[src/rtl/csd_tap_pkg.sv]
`timescale 1ns/1ps
package csd_tap_pkg;

  // Two-bit signed digit codes; code 2'b10 is illegal.
  typedef enum logic [1:0] {
    DG_ZERO  = 2'b00,
    DG_PLUS  = 2'b01,
    DG_BAD   = 2'b10,
    DG_MINUS = 2'b11
  } dig_e;

  function automatic int dig_weight(logic [1:0] d);
    if (d == DG_PLUS)  return 1;
    if (d == DG_MINUS) return -1;
    return 0;
  endfunction

endpackage

[src/rtl/csd_tap_shifts.sv]
`timescale 1ns/1ps
// One set of left-shifted, sign-extended input copies, shared by every lane.
module csd_tap_shifts #(
  parameter int IN_W    = 8,
  parameter int MAX_POW = 11,
  parameter int W_INT   = IN_W + MAX_POW + 2
) (
  input  logic signed [IN_W-1:0]           x,
  output logic        [MAX_POW:0][W_INT-1:0] sh
);

  logic [W_INT-1:0] x_ext;
  assign x_ext = {{(W_INT-IN_W){x[IN_W-1]}}, x};

  for (genvar p = 0; p <= MAX_POW; p++) begin : g_pow
    assign sh[p] = x_ext << p;
  end

endmodule

[src/rtl/csd_tap_shared.sv]
`timescale 1ns/1ps
// Builds the common pattern once, anchored at its base power.
module csd_tap_shared
  import csd_tap_pkg::*;
#(
  parameter int                      MAX_POW  = 11,
  parameter int                      W_INT    = 21,
  parameter int                      PAT_LEN  = 3,
  parameter logic [PAT_LEN-1:0][1:0] PAT_DIG  = 6'b010011,
  parameter int                      PAT_BASE = 9
) (
  input  logic [MAX_POW:0][W_INT-1:0] sh,
  output logic [W_INT-1:0]            shared
);

  logic [W_INT-1:0] acc;

  always_comb begin
    acc = '0;
    for (int p = 0; p <= MAX_POW; p++) begin
      if (p >= PAT_BASE && p < PAT_BASE + PAT_LEN) begin
        if (PAT_DIG[p-PAT_BASE] == DG_PLUS)       acc = acc + sh[p];
        else if (PAT_DIG[p-PAT_BASE] == DG_MINUS) acc = acc - sh[p];
      end
    end
    shared = acc;
  end

endmodule

[src/rtl/csd_tap_coef.sv]
`timescale 1ns/1ps
// One lane: unmatched digits as single terms plus shifted copies of the shared term.
module csd_tap_coef
  import csd_tap_pkg::*;
#(
  parameter int                      MAX_POW  = 11,
  parameter int                      W_INT    = 21,
  parameter int                      OUT_W    = 19,
  parameter logic [MAX_POW:0][1:0]   DIG      = '0,
  parameter logic [MAX_POW:0]        OCC      = '0,
  parameter logic [MAX_POW:0]        COVER    = '0,
  parameter int                      PAT_BASE = 9
) (
  input  logic [MAX_POW:0][W_INT-1:0] sh,
  input  logic [W_INT-1:0]            shared,
  output logic [OUT_W-1:0]            y
);

  logic [OUT_W-1:0] acc;

  always_comb begin
    acc = '0;
    for (int p = 0; p <= MAX_POW; p++) begin
      if (!COVER[p]) begin
        if (DIG[p] == DG_PLUS)       acc = acc + sh[p][OUT_W-1:0];
        else if (DIG[p] == DG_MINUS) acc = acc - sh[p][OUT_W-1:0];
      end
      if (OCC[p]) acc = acc + OUT_W'($signed(shared) >>> (PAT_BASE - p));
    end
    y = acc;
  end

endmodule

[src/rtl/csd_tap_bank.sv]
`timescale 1ns/1ps
module csd_tap_bank
  import csd_tap_pkg::*;
#(
  parameter int NUM_COEF = 4,
  parameter int IN_W     = 8,
  parameter int MAX_POW  = 11,
  parameter logic [NUM_COEF-1:0][MAX_POW:0][1:0] COEF_DIG =
    96'h000000_C40000_013131_4C1300,
  parameter int                      PAT_LEN  = 3,
  parameter logic [PAT_LEN-1:0][1:0] PAT_DIG  = 6'b010011,
  parameter int                      PAT_BASE = 9
) (
  input  logic                                      clk,
  input  logic                                      rst_n,
  input  logic                                      en,
  input  logic signed [IN_W-1:0]                    x,
  output logic [NUM_COEF-1:0][IN_W+MAX_POW-1:0]     prod
);

  localparam int OUT_W = IN_W + MAX_POW;
  localparam int W_INT = IN_W + MAX_POW + 2;  // shared term never wraps

  // ---- elaboration-time match planning ----
  function automatic bit match_at(int k, int lsb);
    for (int j = 0; j < PAT_LEN; j++)
      if (COEF_DIG[k][lsb+j] != PAT_DIG[j]) return 1'b0;
    return 1'b1;
  endfunction

  // Lowest-digit positions of matches, scanning from the top without overlap.
  function automatic logic [MAX_POW:0] occ_of(int k);
    logic [MAX_POW:0] m;
    int nxt;
    m   = '0;
    nxt = MAX_POW;
    for (int t = MAX_POW; t >= PAT_LEN - 1; t--) begin
      if (t <= nxt && match_at(k, t - PAT_LEN + 1)) begin
        m[t-PAT_LEN+1] = 1'b1;
        nxt = t - PAT_LEN;
      end
    end
    return m;
  endfunction

  function automatic logic [MAX_POW:0] cover_of(int k);
    logic [MAX_POW:0] m;
    logic [MAX_POW:0] o;
    m = '0;
    o = occ_of(k);
    for (int p = 0; p <= MAX_POW; p++)
      if (o[p])
        for (int j = 0; j < PAT_LEN; j++) m[p+j] = 1'b1;
    return m;
  endfunction

  function automatic bit config_ok();
    int nnz;
    int users;
    int top;
    logic [MAX_POW:0] o;
    if (PAT_LEN < 2 || PAT_BASE < 0 || PAT_BASE + PAT_LEN - 1 > MAX_POW) return 1'b0;
    nnz = 0;
    for (int j = 0; j < PAT_LEN; j++) begin
      if (PAT_DIG[j] == DG_BAD) return 1'b0;
      if (PAT_DIG[j] != DG_ZERO) nnz++;
    end
    if (nnz < 2) return 1'b0;
    users = 0;
    top   = -1;
    for (int k = 0; k < NUM_COEF; k++) begin
      for (int p = 0; p <= MAX_POW; p++)
        if (COEF_DIG[k][p] == DG_BAD) return 1'b0;
      o = occ_of(k);
      if (o != '0) users++;
      for (int p = 0; p <= MAX_POW; p++)
        if (o[p] && p > top) top = p;
    end
    return (users >= 2) && (top == PAT_BASE);
  endfunction

  localparam bit CFG_OK = config_ok();

  if (!CFG_OK) begin : g_cfg_bad
    $error("csd_tap_bank: illegal digit code or shared-pattern configuration");
  end

  // ---- datapath ----
  logic [MAX_POW:0][W_INT-1:0]        sh;
  logic [W_INT-1:0]                   shared;
  logic [NUM_COEF-1:0][OUT_W-1:0]     y_d;
  logic [NUM_COEF-1:0][OUT_W-1:0]     prod_d;
  logic [NUM_COEF-1:0][OUT_W-1:0]     prod_q;

  csd_tap_shifts #(
    .IN_W(IN_W), .MAX_POW(MAX_POW), .W_INT(W_INT)
  ) u_shifts (
    .x (x),
    .sh(sh)
  );

  csd_tap_shared #(
    .MAX_POW(MAX_POW), .W_INT(W_INT), .PAT_LEN(PAT_LEN),
    .PAT_DIG(PAT_DIG), .PAT_BASE(PAT_BASE)
  ) u_shared (
    .sh    (sh),
    .shared(shared)
  );

  for (genvar k = 0; k < NUM_COEF; k++) begin : g_lane
    localparam logic [MAX_POW:0] OCC_K   = occ_of(k);
    localparam logic [MAX_POW:0] COVER_K = cover_of(k);
    csd_tap_coef #(
      .MAX_POW(MAX_POW), .W_INT(W_INT), .OUT_W(OUT_W),
      .DIG(COEF_DIG[k]), .OCC(OCC_K), .COVER(COVER_K), .PAT_BASE(PAT_BASE)
    ) u_coef (
      .sh    (sh),
      .shared(shared),
      .y     (y_d[k])
    );
  end

  // ---- product register with clock enable ----
  always_comb begin
    prod_d = prod_q;
    if (en) prod_d = y_d;
  end

  always_ff @(posedge clk or negedge rst_n) begin
    if (!rst_n) prod_q <= '0;
    else        prod_q <= prod_d;
  end

  assign prod = prod_q;

endmodule

[config.mk]
export PLATFORM = sky130hd
export DESIGN_NAME = csd_tap_bank
export DESIGN_NICKNAME = d
export VERILOG_FILES = /design/src/rtl/csd_tap_pkg.sv /design/src/rtl/csd_tap_shifts.sv /design/src/rtl/csd_tap_shared.sv /design/src/rtl/csd_tap_coef.sv /design/src/rtl/csd_tap_bank.sv
export SDC_FILE = /design/constraint.sdc
export NUM_CORES = 1
export LEC_CHECK = 0
export ABC_AREA = 1
export CORE_ASPECT_RATIO = 0.75
export CORE_UTILIZATION = 60
export DETAILED_ROUTE_END_ITERATION = 12
export DONT_BUFFER_PORTS = 1
export HOLD_SLACK_MARGIN = 0.03
export PLACE_DENSITY_LB_ADDON = 0.3
export SETUP_SLACK_MARGIN = 0.15
export SLEW_MARGIN = 0
export SYNTH_ARGS = -nofsm -noshare
export SYNTH_HDL_FRONTEND = slang
export SYNTH_HIERARCHICAL = 1
export SYNTH_SLANG_ARGS = --single-unit
[constraint.sdc]
create_clock -name clk -period 0.8 [get_ports clk]
set_input_delay 0.04 -clock clk [delete_from_list [all_inputs] [get_ports clk]]
set_output_delay 0.04 -clock clk [all_outputs]
set_load 0.03 [all_outputs]
==> results of run 1 <==
## per-stage QoR
stage | setup TNS, ns | cell area (um2) | worst slack [ns] | util (%)
CTS | -46.85 | 12000 | -1.56 | 87.1
floorplan | -46.75 | 9370 | -1.83 | -
global placement | -53.23 | 10200 | -2.05 | 74.0
detailed placement | -54.76 | 10200 | -2.11 | 74.0
## per-layer routing
metal	GRT overflow	GRT usage (%)
met1	2	81.3
met3	2	64.3
met5	0	28.4
met2	60	96.6
met4	51	86.8
## repair_timing
item / 4_1_cts
setup endpoints to repair: 117
buffers inserted: 54
resized for setup: 288
pin swaps: 123
endpoints found under the hold margin: 120
==> flow_summary_export.csv, run 1 <==
group,metric,value,unit
run_status,status,"aborted with a tool error",
run_status,haltStage,"global routing",
run_status,error,"[ERROR GRT-0232] Routing congestion too high. Check the congestion heatmap in the GUI.",
floorplanning,io_pins,87,
placed_design,gp_congestion,0.983,
clocking,cts_buffers,9,
synthesis,syn_area,0.00847,mm2
grt,grt_remaining_overflow,115,
placed_design,dp_hpwl,17100,um
floorplanning,die_w,139,um
synthesis,yosysWarningCount,6,
floorplanning,num_rows,37,
timing,worstEndpointGrtRepair,"prod[34]$_DFFE_PN0P_/D",
placed_design,portBuffers,0,
floorplanning,start_util,61.6,%
synthesis,syn_area_per_cell,6.53,um2
clocking,clock_path_buffers,2,
timing,worst-ep-kind,"register data pin",
placed_design,place_inst,1591,
clocking,root_buffer,"clkbuf_16",
synthesis,syn_inst,1298,
floorplanning,die_y,105,um
grt,grt_max_degree,78,
clocking,h-tree-depth,3,
grt,track_usage,81.0,%
==> run 2, diff against run 1 <==
- CORE_ASPECT_RATIO: 0.75 -> not set
- CORE_UTILIZATION: 60 -> 40
- HOLD_SLACK_MARGIN: 0.03 -> not set
- PLACE_DENSITY_LB_ADDON: 0.3 -> 0.15
- SETUP_SLACK_MARGIN: 0.15 -> not set
- clock period: 0.8 -> 1 ns (I/O delays scaled with it)
==> run 2 against run 1 <==
Against the previous run:
- synthesized cell count unchanged
- synthesized area unchanged
- the flow now finishes, with violations (negative hold slack, negative setup slack)
==> flow_summary_export.csv, run 2 <==
group,metric,value,unit
run_status,violations,"negative hold slack, negative setup slack",
placed_design,place_inst,1684,
finish,fillers,1917,
floorplanning,num_rows,52,
power,ir_drop,1.00,mV
floorplanning,die_w,148,um
critical_path,crit_required,1.24,ns
placed_design,dp_slack,-1.89,ns
finish,layout_commonest_cell,"nand2_1",
grt,antenna_found_initial,0,
finish,largest_register_ffs,76,
grt,grt_remaining_overflow,0,
critical_path,crit_slowest_cell,"fa_2",
critical_path,crit_path_max_incr_delay,0.60,ns
finish,nets,1550,
detailed_routing,via_count,8032,
clocking,cts_buffers,9,
critical_path,rr_worst_depth,3,
critical_path,r2r_end,"prod[35]",
critical_path,arrival,2.74,ns
synthesis,syn_inst,1298,
critical_path,ff2ff_setup_slack,0.25,ns
detailed_routing,drc,0,
detailed_routing,antenna_left,0,
detailed_routing,drtIter0Drc,303,
clocking,root_buffer,"clkbuf_16",
critical_path,worst_path_dominant_cell_family,"simple AND/OR/NAND/NOR gates",
power,p_leak,6.20,nW
floorplanning,start_util,41.3,%
critical_path,crit_path_frequent_cell,"nand2_1",
finish,final_cell_mix,"nand2_1, buf_4, inv_1",
timing,slew_violations,0,
timing,max_freq,401,MHz
timing,post-route-period-util,250,%
critical_path,cp-end-kind,"register",
timing,hold_slack,-0.608,ns
clocking,cts.sinks,76,
clocking,cts_hold_buf,2,
timing,final.setup.worst_slack,-1.50,ns
critical_path,crit_path_max_fanout,5,
grt,grt_pass1_vias,7668,
job,drv_cap,0,
detailed_routing,wl_per_cell,13.1,um
power,cellPowerDensity,2370,mW/mm2
run_status,status,"complete, but fails checks",
clocking,tritoncts,"built",
floorplanning,io_pins,87,
floorplanning,die_y,148,um
detailed_routing,wirelength,22500,um
synthesis,yosysWarningCount,6,
detailed_routing,drt_pass1_iterations,5,
placed_design,gp_congestion,0.912,
critical_path,cp-start-kind,"primary input",
clocking,worstSkewPairLatency,0.34,ns
critical_path,path_depth,21,
critical_path,path_buf_inv,2,
finish,drive_above_1_share,34.6,%
critical_path,cp-startpoint,"x[3]",
timing,setup_viol,32,
grt,track_usage,20.9,%
placed_design,dp_hpwl,17000,um
detailed_routing,vias_per_cell,4.67,
floorplanning,dieArea,0.0218,mm2
finish,stdcell_count,1720,
synthesis,syn_area,0.00847,mm2
synthesis,syn_area_per_cell,6.53,um2
timing,min_period,2.50,ns
finish,insertedDiodeCount,0,
critical_path,timing.critical_path.cells,"inv_8 > ha_4 > nand2_4 > nor2_4 > inv_2 > nor3_2 > nand2_1 > nand3_2 > nand2_4 > fa_2 > ha_4 > nand2_4 > nand2_4 > a21oi_4 > nor2_1 > nor2_1 > nand2_1 > nand2_1 > nand2_1 > nand2_1 > nand2_1",
grt,grt_pass1_wl,36500,um
finish,postLayoutCoreUtil,57.1,%
timing,finClkSkew,0,ns
worst_hold_path,min_path_type,"in2async",
clocking,clk_pin_slew,0.06,ns
clocking,clock_path_buffers,2,
critical_path,reg2reg_from,"prod[35]",
floorplanning,coreArea,0.0205,mm2
clocking,h-tree-depth,3,
finish,areaGrowthSynthToFinish,38.1,%
timing,rsz0062_at_grt,"true",
critical_path,crit_type,"in2reg",
timing,hold_viol,119,
critical_path,setup.worst_path.end,"prod[34]",
placed_design,portBuffers,0,
grt,grt_max_degree,78,
-- run 2: how the worst min path moves through the flow --
stage	to	cells past startpoint
after detailed placement	prod[67]	0
after global placement	prod[67]	0
final	prod[67]	0
after global routing	prod[67]	0
after floorplan	prod[0]	0
after CTS	prod[67]	0
-- run 2: report_power, final --
| part | internal (mW) | switching (mW) |
|---|---|---|
| logic | 8.54 | 10.7 |
| registers | 4.02 | 0.524 |
| clock network | 2.52 | 1.35 |
| total | 15.1 | 12.6 |
-- run 2: cell type report --
| cell class | count | area, um2 | share of cell area [%] |
|---|---|---|---|
| Multi-Input combinational cell | 982 | 6780 | 57.9 |
| Sequential cell | 76 | 1900 | 16.3 |
| Timing Repair Buffer | 196 | 1620 | 13.8 |
| Inverter | 180 | 713 | 6.10 |
| Tap cell | 270 | 338 | 2.89 |
| Clock buffer | 11 | 243 | 2.07 |
| Clock inverter | 5 | 108 | 0.920 |
-- run 2: repair_timing --
item                                    4_1_cts  5_1_grt
setup buffers                                18       13
endpoints found under the setup margin       33       37
endpoints found under the hold margin       122      119
resized for setup                           150       94
pin swaps                                   114      102
-- run 2: through the flow --
stage	cell area, um2	hold WS (ns)	TNS [ns]	power [mW]
2_1_floorplan	9320	-0.246	-38.78	15.7
3_3_place_gp	10200	-0.244	-45.84	20.3
3_5_place_dp	10200	-0.244	-46.59	20.4
4_1_cts	11300	-0.623	-29.85	26.1
5_1_grt	11700	-0.626	-35.54	29.8
6_report	11700	-0.608	-31.81	27.7
-- run 2: per-layer routing --
| metal | GRT usage, % | wire length [um] | up-vias |
|---|---|---|---|
| li1 | - | - | 4172 |
| met1 | 27.8 | 10700 | 3715 |
| met3 | 2.81 | 655 | 20 |
| met5 | 0 | 0 | - |
| met2 | 35.4 | 10800 | 125 |
| met4 | 5.52 | 333 | 0 |
-- run 2: worst reg2reg max path, stage by stage (launching register included) --
cell     delay [ns]
dfrtp_1        0.40
buf_4          0.15
nand2_1        0.05
nand2_1        0.05
No activity file was read; power rests on OpenSTA's default activity.
==> run 3, diff against run 2 <==
- CELL_PAD_IN_SITES_DETAIL_PLACEMENT: not set -> 0
- CELL_PAD_IN_SITES_GLOBAL_PLACEMENT: not set -> 1
- CORE_UTILIZATION: 40 -> 47
==> run 3 against run 2 <==
Against the previous run:
- the run still ends with negative hold slack, negative setup slack left
- highest routed layer unchanged
- final area rose by 0.68%
- critical endpoint unchanged
- maximum frequency rose by 1.7%
- largest cell class unchanged
- utilization rose by 10 points
- largest power group unchanged
- sequential cell count did not move
==> flow_summary_export.csv, run 3 (same netlist as run 2, synthesis figures left out) <==
group,metric,value,unit
run_status,status,"complete, but fails checks",
run_status,violations,"negative hold slack, negative setup slack",
detailed_routing,drtIter0Drc,357,
floorplanning,start_util,48.5,%
clocking,tritoncts,"built",
critical_path,crit_required,1.24,ns
clocking,clock_path_buffers,2,
detailed_routing,via_count,8150,
critical_path,crit_path_frequent_cell,"nand2_1",
critical_path,r2r_end,"prod[35]",
detailed_routing,vias_per_cell,4.83,
timing,post-route-period-util,246,%
clocking,cts_buffers,9,
floorplanning,die_w,136,um
finish,final_cell_mix,"nand2_1, buf_4, inv_1",
clocking,clk_pin_slew,0.06,ns
floorplanning,io_pins,87,
finish,layout_commonest_cell,"nand2_1",
floorplanning,die_y,136,um
job,drv_cap,0,
clocking,worstSkewPairLatency,0.35,ns
grt,grt_max_degree,78,
finish,nets,1564,
clocking,root_buffer,"clkbuf_16",
placed_design,place_inst,1629,
placed_design,dp_slack,-1.95,ns
critical_path,arrival,2.70,ns
floorplanning,dieArea,0.0186,mm2
critical_path,timing.critical_path.cells,"inv_6 > ha_4 > nand2_4 > nor2_4 > inv_2 > nor3_2 > nand2_1 > nand3_2 > nand2_4 > fa_1 > ha_4 > nand2_4 > nand2_4 > a21oi_4 > nor2_1 > nor2_1 > nand2_1 > nand2_1 > nand2_1 > nand2_1 > nand2_1",
detailed_routing,drc,0,
critical_path,ff2ff_setup_slack,0.21,ns
timing,setup_viol,32,
timing,final.setup.worst_slack,-1.46,ns
timing,hold_viol,119,
critical_path,reg2reg_from,"prod[35]",
floorplanning,coreArea,0.0175,mm2
grt,antenna_found_initial,0,
clocking,cts_hold_buf,2,
timing,hold_slack,-0.608,ns
timing,min_period,2.46,ns
finish,seqCellArea,0.00190,mm2
detailed_routing,antenna_left,0,
critical_path,crit_path_max_fanout,5,
clocking,h-tree-depth,3,
critical_path,cp-end-kind,"register",
critical_path,crit_path_max_incr_delay,0.60,ns
critical_path,cp-start-kind,"primary input",
power,p_leak,6.24,nW
critical_path,crit_type,"in2reg",
grt,grt_remaining_overflow,0,
detailed_routing,drt_pass1_iterations,7,
critical_path,rr_worst_depth,3,
timing,finClkSkew,0,ns
timing,max_freq,407,MHz
placed_design,dp_hpwl,17300,um
timing,rsz0062_at_grt,"true",
finish,stdcell_count,1689,
grt,track_usage,24.7,%
grt,grt_pass1_vias,7536,
worst_hold_path,min_path_type,"in2async",
clocking,cts.sinks,76,
placed_design,gp_congestion,0.893,
placed_design,portBuffers,0,
grt,grt_pass1_wl,36300,um
finish,multi_input_area,0.00680,mm2
timing,slew_violations,0,
power,cellPowerDensity,2360,mW/mm2
detailed_routing,wl_per_cell,13.5,um
finish,insertedDiodeCount,0,
finish,drive_above_1_share,36.0,%
critical_path,crit_slowest_cell,"fa_1",
finish,postLayoutCoreUtil,67.4,%
finish,largest_register_ffs,76,
power,ir_drop,1.64,mV
detailed_routing,wirelength,22800,um
finish,areaGrowthSynthToFinish,39.0,%
finish,fillers,1500,
floorplanning,num_rows,48,
==> run 3: area by class of cell <==
cell class	instances	area share [%]
clock buffer	10	2.03
clock inverter	6	0.605
sequential	76	16.1
tap	225	2.39
inverter	180	6.20
timing repair buffer	210	14.9
multi-input combinational	982	57.7
==> run 3: critical path: cells and delay by family <==
family	cells	cell delay (ns)
buffers and inverters	2	0.08
adder cells (fa/ha/maj)	3	1.16
AND/OR/NAND/NOR	15	1.24
AO/OA/AOI/OAI	1	0.15
==> run 3: power by group <==
group / internal (mW) / leakage, nW / switching, mW
clock: 2.02 / 0.145 / 1.34
combinational: 8.96 / 5.17 / 10.9
sequential: 4.02 / 0.930 / 0.558
total: 15.0 / 6.24 / 12.8
==> run 3: what timing repair did <==
item	in CTS	in global routing
setup endpoints to repair	32	37
hold endpoints to repair	127	119
pin swaps	121	121
buffers inserted	35	19
gates resized for setup	149	118
==> run 3: how the worst max path moves through the flow <==
stage,cells past startpoint,end,startpoint,slack (ns)
floorplan,22,prod[34],x[3],-1.64
global placement,20,prod[36],x[7],-1.92
detailed placement,21,prod[34],x[7],-1.95
CTS,20,prod[36],x[6],-1.35
global route,23,prod[35],x[2],-1.58
finish,21,prod[34],x[4],-1.46
==> run 3: through the flow <==
| stage | hold slack [ns] | instance area, um2 | power, mW | setup TNS (ns) |
|---|---|---|---|---|
| after floorplan | -0.246 | 9320 | 15.7 | -38.78 |
| after global placement | -0.244 | 10100 | 20.2 | -45.87 |
| after detailed placement | -0.244 | 10100 | 20.4 | -46.59 |
| after CTS | -0.618 | 11200 | 25.7 | -30.50 |
| after global routing | -0.620 | 11800 | 29.8 | -36.27 |
| final | -0.608 | 11800 | 27.8 | -32.41 |
==> run 3: metal layers <==
layer  part of all wire (%)  global-route usage [%]  up-vias
met5                      0                       0        -
met4                    1.9                    5.93        0
met3                    3.5                    3.21       35
met2                     46                    39.5      163
met1                     48                    34.9     3755
li1                       -                       -     4197
